$ cat src/rtl/hb_gate_pkg.sv
package hb_gate_pkg;

  typedef enum logic [1:0] {
    TGT_OFF = 2'd0,
    TGT_HS  = 2'd1,
    TGT_LS  = 2'd2
  } tgt_e;

  typedef enum logic [2:0] {
    ST_IDLE  = 3'd0,
    ST_WAIT  = 3'd1,
    ST_DEAD  = 3'd2,
    ST_HS    = 3'd3,
    ST_LS    = 3'd4,
    ST_FAULT = 3'd5
  } st_e;

  // Requested switch from the qualified command inputs.
  function automatic tgt_e pick_target(input logic run_ok, input logic supply_ok,
                                       input logic ls_allow, input logic pwm_cmd);
    if (!run_ok || !supply_ok) return TGT_OFF;
    if (pwm_cmd)               return TGT_HS;
    if (ls_allow)              return TGT_LS;
    return TGT_OFF;
  endfunction

  // Feedback of the gate that must be off before the target may turn on.
  function automatic logic opposite_up(input tgt_e t, input logic hs_hi, input logic ls_hi);
    case (t)
      TGT_HS:  return ls_hi;
      TGT_LS:  return hs_hi;
      default: return 1'b0;
    endcase
  endfunction

  function automatic st_e on_state(input tgt_e t);
    return (t == TGT_HS) ? ST_HS : ST_LS;
  endfunction

endpackage

$ cat src/rtl/hb_sync2.sv
module hb_sync2 #(
  parameter int          W       = 4,
  parameter logic [W-1:0] RST_VAL = '0
) (
  input  logic         clk,
  input  logic         rst,
  input  logic [W-1:0] d,
  output logic [W-1:0] q
);

  for (genvar i = 0; i < W; i++) begin : g_bit
    logic [1:0] stg;
    always_ff @(posedge clk) begin
      if (rst) stg <= {2{RST_VAL[i]}};
      else     stg <= {stg[0], d[i]};
    end
    assign q[i] = stg[1];
  end

endmodule

$ cat src/rtl/hb_cmd_decode.sv
module hb_cmd_decode
  import hb_gate_pkg::*;
(
  input  logic run_ok,
  input  logic supply_ok,
  input  logic ls_allow,
  input  logic pwm_cmd,
  output tgt_e target
);

  assign target = pick_target(run_ok, supply_ok, ls_allow, pwm_cmd);

endmodule

$ cat src/rtl/hb_bbm_fsm.sv
module hb_bbm_fsm
  import hb_gate_pkg::*;
#(
  parameter int DEAD_W = 8,
  parameter int TO_W   = 12,
  localparam int CNT_W = (TO_W > DEAD_W) ? TO_W : DEAD_W
) (
  input  logic              clk,
  input  logic              rst,
  input  tgt_e              target,
  input  logic              hs_hi,
  input  logic              ls_hi,
  input  logic [DEAD_W-1:0] dead_cycles,
  input  logic [TO_W-1:0]   timeout_cycles,
  output logic              hs_en,
  output logic              ls_en,
  output logic              fault
);

  st_e              st, st_n;
  tgt_e             tgt, tgt_n;
  logic [CNT_W-1:0] cnt, cnt_n;

  logic             opp_hi;
  logic [CNT_W-1:0] dead_lim, to_lim;

  assign opp_hi   = opposite_up(tgt, hs_hi, ls_hi);
  assign dead_lim = CNT_W'(dead_cycles);
  assign to_lim   = CNT_W'(timeout_cycles);

  always_comb begin
    st_n  = st;
    tgt_n = tgt;
    cnt_n = cnt;
    case (st)
      ST_IDLE: begin
        if (target != TGT_OFF) begin
          st_n  = ST_WAIT;
          tgt_n = target;
          cnt_n = '0;
        end
      end
      ST_HS, ST_LS: begin
        if (target != ((st == ST_HS) ? TGT_HS : TGT_LS)) begin
          if (target == TGT_OFF) begin
            st_n = ST_IDLE;
          end else begin
            st_n  = ST_WAIT;
            tgt_n = target;
            cnt_n = '0;
          end
        end
      end
      ST_WAIT: begin
        if (target == TGT_OFF) begin
          st_n = ST_IDLE;
        end else if (target != tgt) begin
          tgt_n = target;
          cnt_n = '0;
        end else if (!opp_hi) begin
          if (dead_lim == '0) begin
            st_n = on_state(tgt);
          end else begin
            st_n  = ST_DEAD;
            cnt_n = CNT_W'(1);
          end
        end else if (cnt == to_lim) begin
          st_n = ST_FAULT;
        end else begin
          cnt_n = cnt + CNT_W'(1);
        end
      end
      ST_DEAD: begin
        if (target == TGT_OFF) begin
          st_n = ST_IDLE;
        end else if (target != tgt || opp_hi) begin
          st_n  = ST_WAIT;
          tgt_n = target;
          cnt_n = '0;
        end else if (cnt >= dead_lim) begin
          st_n = on_state(tgt);
        end else begin
          cnt_n = cnt + CNT_W'(1);
        end
      end
      default: st_n = ST_FAULT;
    endcase
  end

  always_ff @(posedge clk) begin
    if (rst) begin
      st  <= ST_IDLE;
      tgt <= TGT_OFF;
      cnt <= '0;
    end else begin
      st  <= st_n;
      tgt <= tgt_n;
      cnt <= cnt_n;
    end
  end

  assign hs_en = (st == ST_HS);
  assign ls_en = (st == ST_LS);
  assign fault = (st == ST_FAULT);

endmodule

$ cat src/rtl/hb_gate_seq.sv
module hb_gate_seq
  import hb_gate_pkg::*;
#(
  parameter int DEAD_W = 8,
  parameter int TO_W   = 12
) (
  input  logic              clk,
  input  logic              rst,
  input  logic              pwm,
  input  logic              sync,
  input  logic              shdn_n,
  input  logic              uvlo_ok,
  input  logic              hs_gate_high,
  input  logic              ls_gate_high,
  input  logic [DEAD_W-1:0] dead_cycles,
  input  logic [TO_W-1:0]   timeout_cycles,
  output logic              hs_en,
  output logic              ls_en,
  output logic              fault
);

  localparam int NSYNC = 4;

  logic [NSYNC-1:0] raw_in, synced;
  logic             shdn_s, uvlo_s, sync_s, pwm_s;
  tgt_e             target;

  assign raw_in = {shdn_n, uvlo_ok, sync, pwm};

  hb_sync2 #(.W(NSYNC), .RST_VAL('0)) u_sync (
    .clk (clk),
    .rst (rst),
    .d   (raw_in),
    .q   (synced)
  );

  assign {shdn_s, uvlo_s, sync_s, pwm_s} = synced;

  hb_cmd_decode u_dec (
    .run_ok    (shdn_s),
    .supply_ok (uvlo_s),
    .ls_allow  (sync_s),
    .pwm_cmd   (pwm_s),
    .target    (target)
  );

  hb_bbm_fsm #(.DEAD_W(DEAD_W), .TO_W(TO_W)) u_fsm (
    .clk            (clk),
    .rst            (rst),
    .target         (target),
    .hs_hi          (hs_gate_high),
    .ls_hi          (ls_gate_high),
    .dead_cycles    (dead_cycles),
    .timeout_cycles (timeout_cycles),
    .hs_en          (hs_en),
    .ls_en          (ls_en),
    .fault          (fault)
  );

endmodule

$ cat config.mk
export PLATFORM = sky130hd
export DESIGN_NAME = hb_gate_seq
export DESIGN_NICKNAME = d
export VERILOG_FILES = /design/src/rtl/hb_gate_pkg.sv /design/src/rtl/hb_sync2.sv /design/src/rtl/hb_cmd_decode.sv /design/src/rtl/hb_bbm_fsm.sv /design/src/rtl/hb_gate_seq.sv
export SDC_FILE = /design/constraint.sdc
export NUM_CORES = 1
export LEC_CHECK = 0
export BUFFER_PORTS_ARGS = -buffer_cell sky130_fd_sc_hd__clkbuf_2
export CELL_PAD_IN_SITES_DETAIL_PLACEMENT = 1
export CELL_PAD_IN_SITES_GLOBAL_PLACEMENT = 1
export CORE_MARGIN = 5
export CORE_UTILIZATION = 30
export CTS_CLUSTER_DIAMETER = 120
export CTS_CLUSTER_SIZE = 14
export DETAILED_ROUTE_END_ITERATION = 8
export GPL_TIMING_DRIVEN = 1
export HOLD_SLACK_MARGIN = 0.05
export PLACE_DENSITY_LB_ADDON = 0.3
export SETUP_SLACK_MARGIN = 0.05
export SYNTH_ARGS = -nofsm -noshare
export SYNTH_HDL_FRONTEND = slang
export SYNTH_SLANG_ARGS = --single-unit
$ cat constraint.sdc
create_clock -name clk -period 2.5 [get_ports clk]
set_input_delay 0.75 -clock clk [delete_from_list [all_inputs] [get_ports clk]]
set_output_delay 0.75 -clock clk [all_outputs]
set_load 0.05 [all_outputs]
After elaboration in Yosys (flattened, before gate mapping)
Cells that the tools add are included.

storage, ports and cells
  register bits after elaboration = 25
  logic and storage cells = 92
  input port bits = 28

operators by class
  order comparisons = 1
  $add $sub $neg = 1
  equal/unequal tests = 23
  muxes and demuxes = 47
  reductions and logical operators = 13

operators by type and width
  operator                                                number
  2-to-1 mux 12 bit                                       11
  case mux 12 bit (4 select lines)                        1
  2-to-1 mux 3 bit                                        11
  2-to-1 mux 2 bit                                        14
  adder 12 x 1 -> 12 bit (second input constant)          1
  == test 12 bit                                          1
  greater-or-equal comparator 12 x 8 -> 1 bit             1
  zero test 12 bit                                        1
  case mux 3 bit (4 select lines)                         1
  AND reduction 9 bit                                     1
  inequality test 2 x 1 -> 1 bit (second input constant)  4
  inequality test 4 bit (second input constant)           2
  case mux 2 bit (4 select lines)                         1
  AND reduction 8 bit                                     1
  2-to-1 mux 1 bit                                        7
  == test 3 x 2 -> 1 bit (second input constant)          2
  == test 3 bit (second input constant)                   2
  inequality test 2 bit (second input constant)           3
  inequality test 3 x 2 -> 1 bit (second input constant)  2
  AND reduction 5 bit                                     1
  inequality test 2 bit                                   2
  inequality test 4 x 1 -> 1 bit (second input constant)  1
  inequality test 4 x 2 -> 1 bit (second input constant)  1
  nonzero test 4 bit                                      1
  10 further kinds                                        12

Depth between registers and ports, before layout
  word-level depth = 14
  depth in mapped cells = 9

By module
Synthesis repeated with hierarchy kept, for this count alone.

second synthesis, totals
  cell total of the unflattened synthesis = 233
  area, all modules = 1,893.1 µm²

by module, submodules not included
  module         seq. area each (µm²)  times used  cells an instance  area each (µm²)
  hb_bbm_fsm     340.3                 1           211                1,635.3
  hb_sync2       160.2                 1           20                 240.2
  hb_cmd_decode  0.0                   1           2                  17.5

Worst setup path after synthesis
Ideal clock, no wire load.

  path type = input to register
  from = input port dead_cycles[1]
  to = register u_fsm.cnt[10]
  buffers on the path = 1
  setup slack = -0.030 ns
  arrival = 2.429 ns
  stages = 9
  cell sequence = inv_1 -> ha_1 -> o21ai_0 -> a21oi_1 -> o31ai_1 -> a2111o_1 -> buf_2 -> nand3_4 -> o41ai_1

between the ends
  word-level cells in the longest chain between the ends = 3

ends and longest elaborated chain
  element                                                                                                   RTL line                            source
  start, declared                                                                                           hb_gate_seq.sv:15                   input logic [DEAD_W-1:0] dead_cycles,
  greater-or-equal comparator 12 x 8 -> 1 bit / zero test 12 bit (equally long branches)                    hb_bbm_fsm.sv:80, hb_bbm_fsm.sv:61
  inequality test 3 x 2 -> 1 bit (no source line) / inequality test 4 x 2 -> 1 bit (equally long branches)  --
  AND reduction 9 bit (no source line) (*)                                                                  --
  end signal, assigned                                                                                      hb_bbm_fsm.sv:98                    cnt <= cnt_n;
  end, declared                                                                                             hb_bbm_fsm.sv:22                    logic [CNT_W-1:0] cnt, cnt_n;

Mark *: on every way between the ends. The rest lies on a longest branch, timed or not.
A chain may end at the register's enable or synchronous reset.

Final worst setup path
  from = input port dead_cycles[7]
  to = register u_fsm.cnt[10]

Same word-level chain as after synthesis.

==> metrics.txt <==
n_diodes 0; Starting Density 0.312; Fin. Hold Viols 0; pre-CTS setup slack -0.168 ns; crit path cell chain clkbuf_2 > inv_1 > ha_4 > nand2_2 > nor3_2 > o31ai_2 > a2111o_2 > buf_6 > a311o_1 > o41ai_2; Max-Cap Viols 0; status finished clean; Synth Cell Area 1870 um2; Nets 320; CTS tree built; LEAKAGE 0.000906 uW; root buffer cell clkbuf_8; Worst Tran Pin Value 0.415 ns; grt total ovfl 0; largest stage delay on the critical path 0.55 ns; crit path DAT 2.57 ns; Post-synth top flop dfxtp_1; crit path max fanout 8; fraction of layout cells with a size suffix above 1 0.343; largest area contributor in the netlist dfxtp_1; Synth top area share 0.268; dpl cells 347; pin count of the biggest net entering global routing 22; worst-skew pair later-pin latency 0.27 ns; register area share after synthesis 0.268; worst vdd ir 182 uV; Fin Hold WS 0.445 ns; clk slew on worst S/H paths 0.09 ns; Clock H-tree levels 1; Post-Syn Nets 262; number of global-route vias before repair 1900; total routed wirelength 5500 um; GPL Wtd Cong 0.790; max-slew headroom at the worst pin 0.724; RSZ-0062 raised after global routing true; Die X 88.9 um; most frequent cells in the layout 30 x clkbuf_2, 28 x buf_4, 24 x dfxtp_1; total CTS buffers 3; via count 1908; Critical-path top delay cell a2111o_2; Core Region 5990 um2; Initial DRC Count 101; Startpoint Class input pin; Synth area leaders dfxtp_1 27%, ha_1 7.4%, xnor2_1 5.6%, o41ai_1 4.7%, inv_1 4.4%; Post-synth ARST share 0; Remaining DRCs 0; CP Capture Type register; hold-fix buffers at CTS 0; Synth Area per Inst 8.37 um2; Crit Path Category in2reg; DP HPWL 4340 um; IO Count 31; antenna viol nets, final 0; via density per instance 5.37; Post-synth EDFFs 0; row count 28; die area 7900 um2; fin crit period 2.38 ns; fmax 420 MHz; period utilisation layout 0.953; Yosys cell types 59; Longest Clk Path Bufs 2; Buffers on Ports 30; worst hold-check path type reg2reg; Worst Slack Setup Final 0.118 ns; initial antenna violation count 0; Avg WL per Cell 15.5 um; Pwr Density 314 nW/um2; Max Slew Vio Count 0; WP data required 2.69 ns; Non-Filler Instances 355; most common cell after layout, fill and taps aside clkbuf_2; flops & latches, synth 25; Layout area overhead 32.4%; die height 88.9 um; drt first pass iters 4; first-pass GRT wire length 8960 um; Post-Syn Instances 223; clock skew 0.00234 ns; final setup vio count 0; Total GRT Usage 0.144; YS warnings 0; CTS Sinks 25
[repair_timing]
item	4_1_cts	5_1_grt
gates cloned	0	1
setup buffers	2	1
pin swaps	1	9
setup endpoints to repair	6	15
resized for setup	1	18
[worst max-delay path, delay by kind of cell]
family | cells | cell delay (ns)
buffers and inverters | 3 | 0.31
AOI/OAI and AO/OA | 4 | 0.97
adders and majority gates | 1 | 0.27
and+or+nand+nor | 2 | 0.26
[layer usage]
metal  share of wire  vias to the layer above  GRT usage  wire [um]
li1                -                      965          -          -
met1            0.49                      922      0.200       2690
met2            0.48                       19      0.238       2640
met3           0.023                        2     0.0149        124
met4          0.0085                        0     0.0385         47
met5               0                        -          0          0
[per-stage QoR]
stage | cell area [um2] | TNS [ns] | power, uW | util
after floorplan | 1870 | 0 | 476 | -
after global placement | 2280 | -1.42 | 527 | 0.381
after detailed placement | 2280 | -1.71 | 529 | 0.381
after CTS | 2350 | 0 | 781 | 0.393
after global routing | 2470 | 0 | 816 | 0.412
final | 2470 | 0 | 777 | 0.412
[Yosys cell counts, types with 3 or more instances]
cell type,number
o21ai_0,5
o32ai_1,3
nand3_1,8
a21oi_1,9
ha_1,11
xnor2_1,12
inv_1,22
nor3_1,6
nand4_1,5
nor2_1,9
a211oi_1,3
a311o_1,5
dfxtp_1,25
nor2b_1,10
nand2_1,17
or3_1,3
and2_1,5
o41ai_1,10
clkbuf_1,5
[layout make-up]
type                    instances  area (um2)
fillers                       730        3520
multi-input cells             169        1360
flip-flops and latches         25         502
repair buffers                 60         383
well taps                      75        93.8
inverters                      22        82.6
clock buffers                   3        41.3
clock inverters                 1        7.51
[cell families (layout without fill, tap and decap cells)]
kind of cell / Yosys count / after routing / synth area share
compound gates: 62 / 62 / 0.280
xor+xnor: 12 / 12 / 0.0563
fa+ha+maj: 11 / 11 / 0.0737
buf+inv: 30 / 86 / 0.0637
flops: 25 / 25 / 0.268
mux: 1 / 1 / 0.00536
simple gates: 82 / 83 / 0.253
[power by group]
group	switching [uW]	total (uW)	internal [uW]
clock	138	251	113
sequential	4.26	410	406
combinational	58.6	115	56.5
[path summary, 6_finish.rpt]
check / from / to / slack, ns / depth (start not counted)
setup / recovery: dead_cycles[7] / u_fsm.cnt[10]$_SDFFE_PP0P_ / 0.12 / 10
hold / removal: u_sync.g_bit[3].stg[0]$_SDFF_PP0_ / u_sync.g_bit[3].stg[1]$_SDFF_PP0_ / 0.44 / 1
setup reg to reg: u_fsm.cnt[1]$_SDFFE_PP0P_ / u_fsm.cnt[11]$_SDFFE_PP0P_ / 0.18 / 6
hold reg to reg: u_sync.g_bit[3].stg[0]$_SDFF_PP0_ / u_sync.g_bit[3].stg[1]$_SDFF_PP0_ / 0.44 / 1
[registers in the layout, indices dropped and copies added (netlist names)]
register	flops
u_fsm.tgt	2
u_fsm.st	3
u_fsm.cnt	12
u_sync.g_bit.stg	8
(Power assumes the default switching activity.)
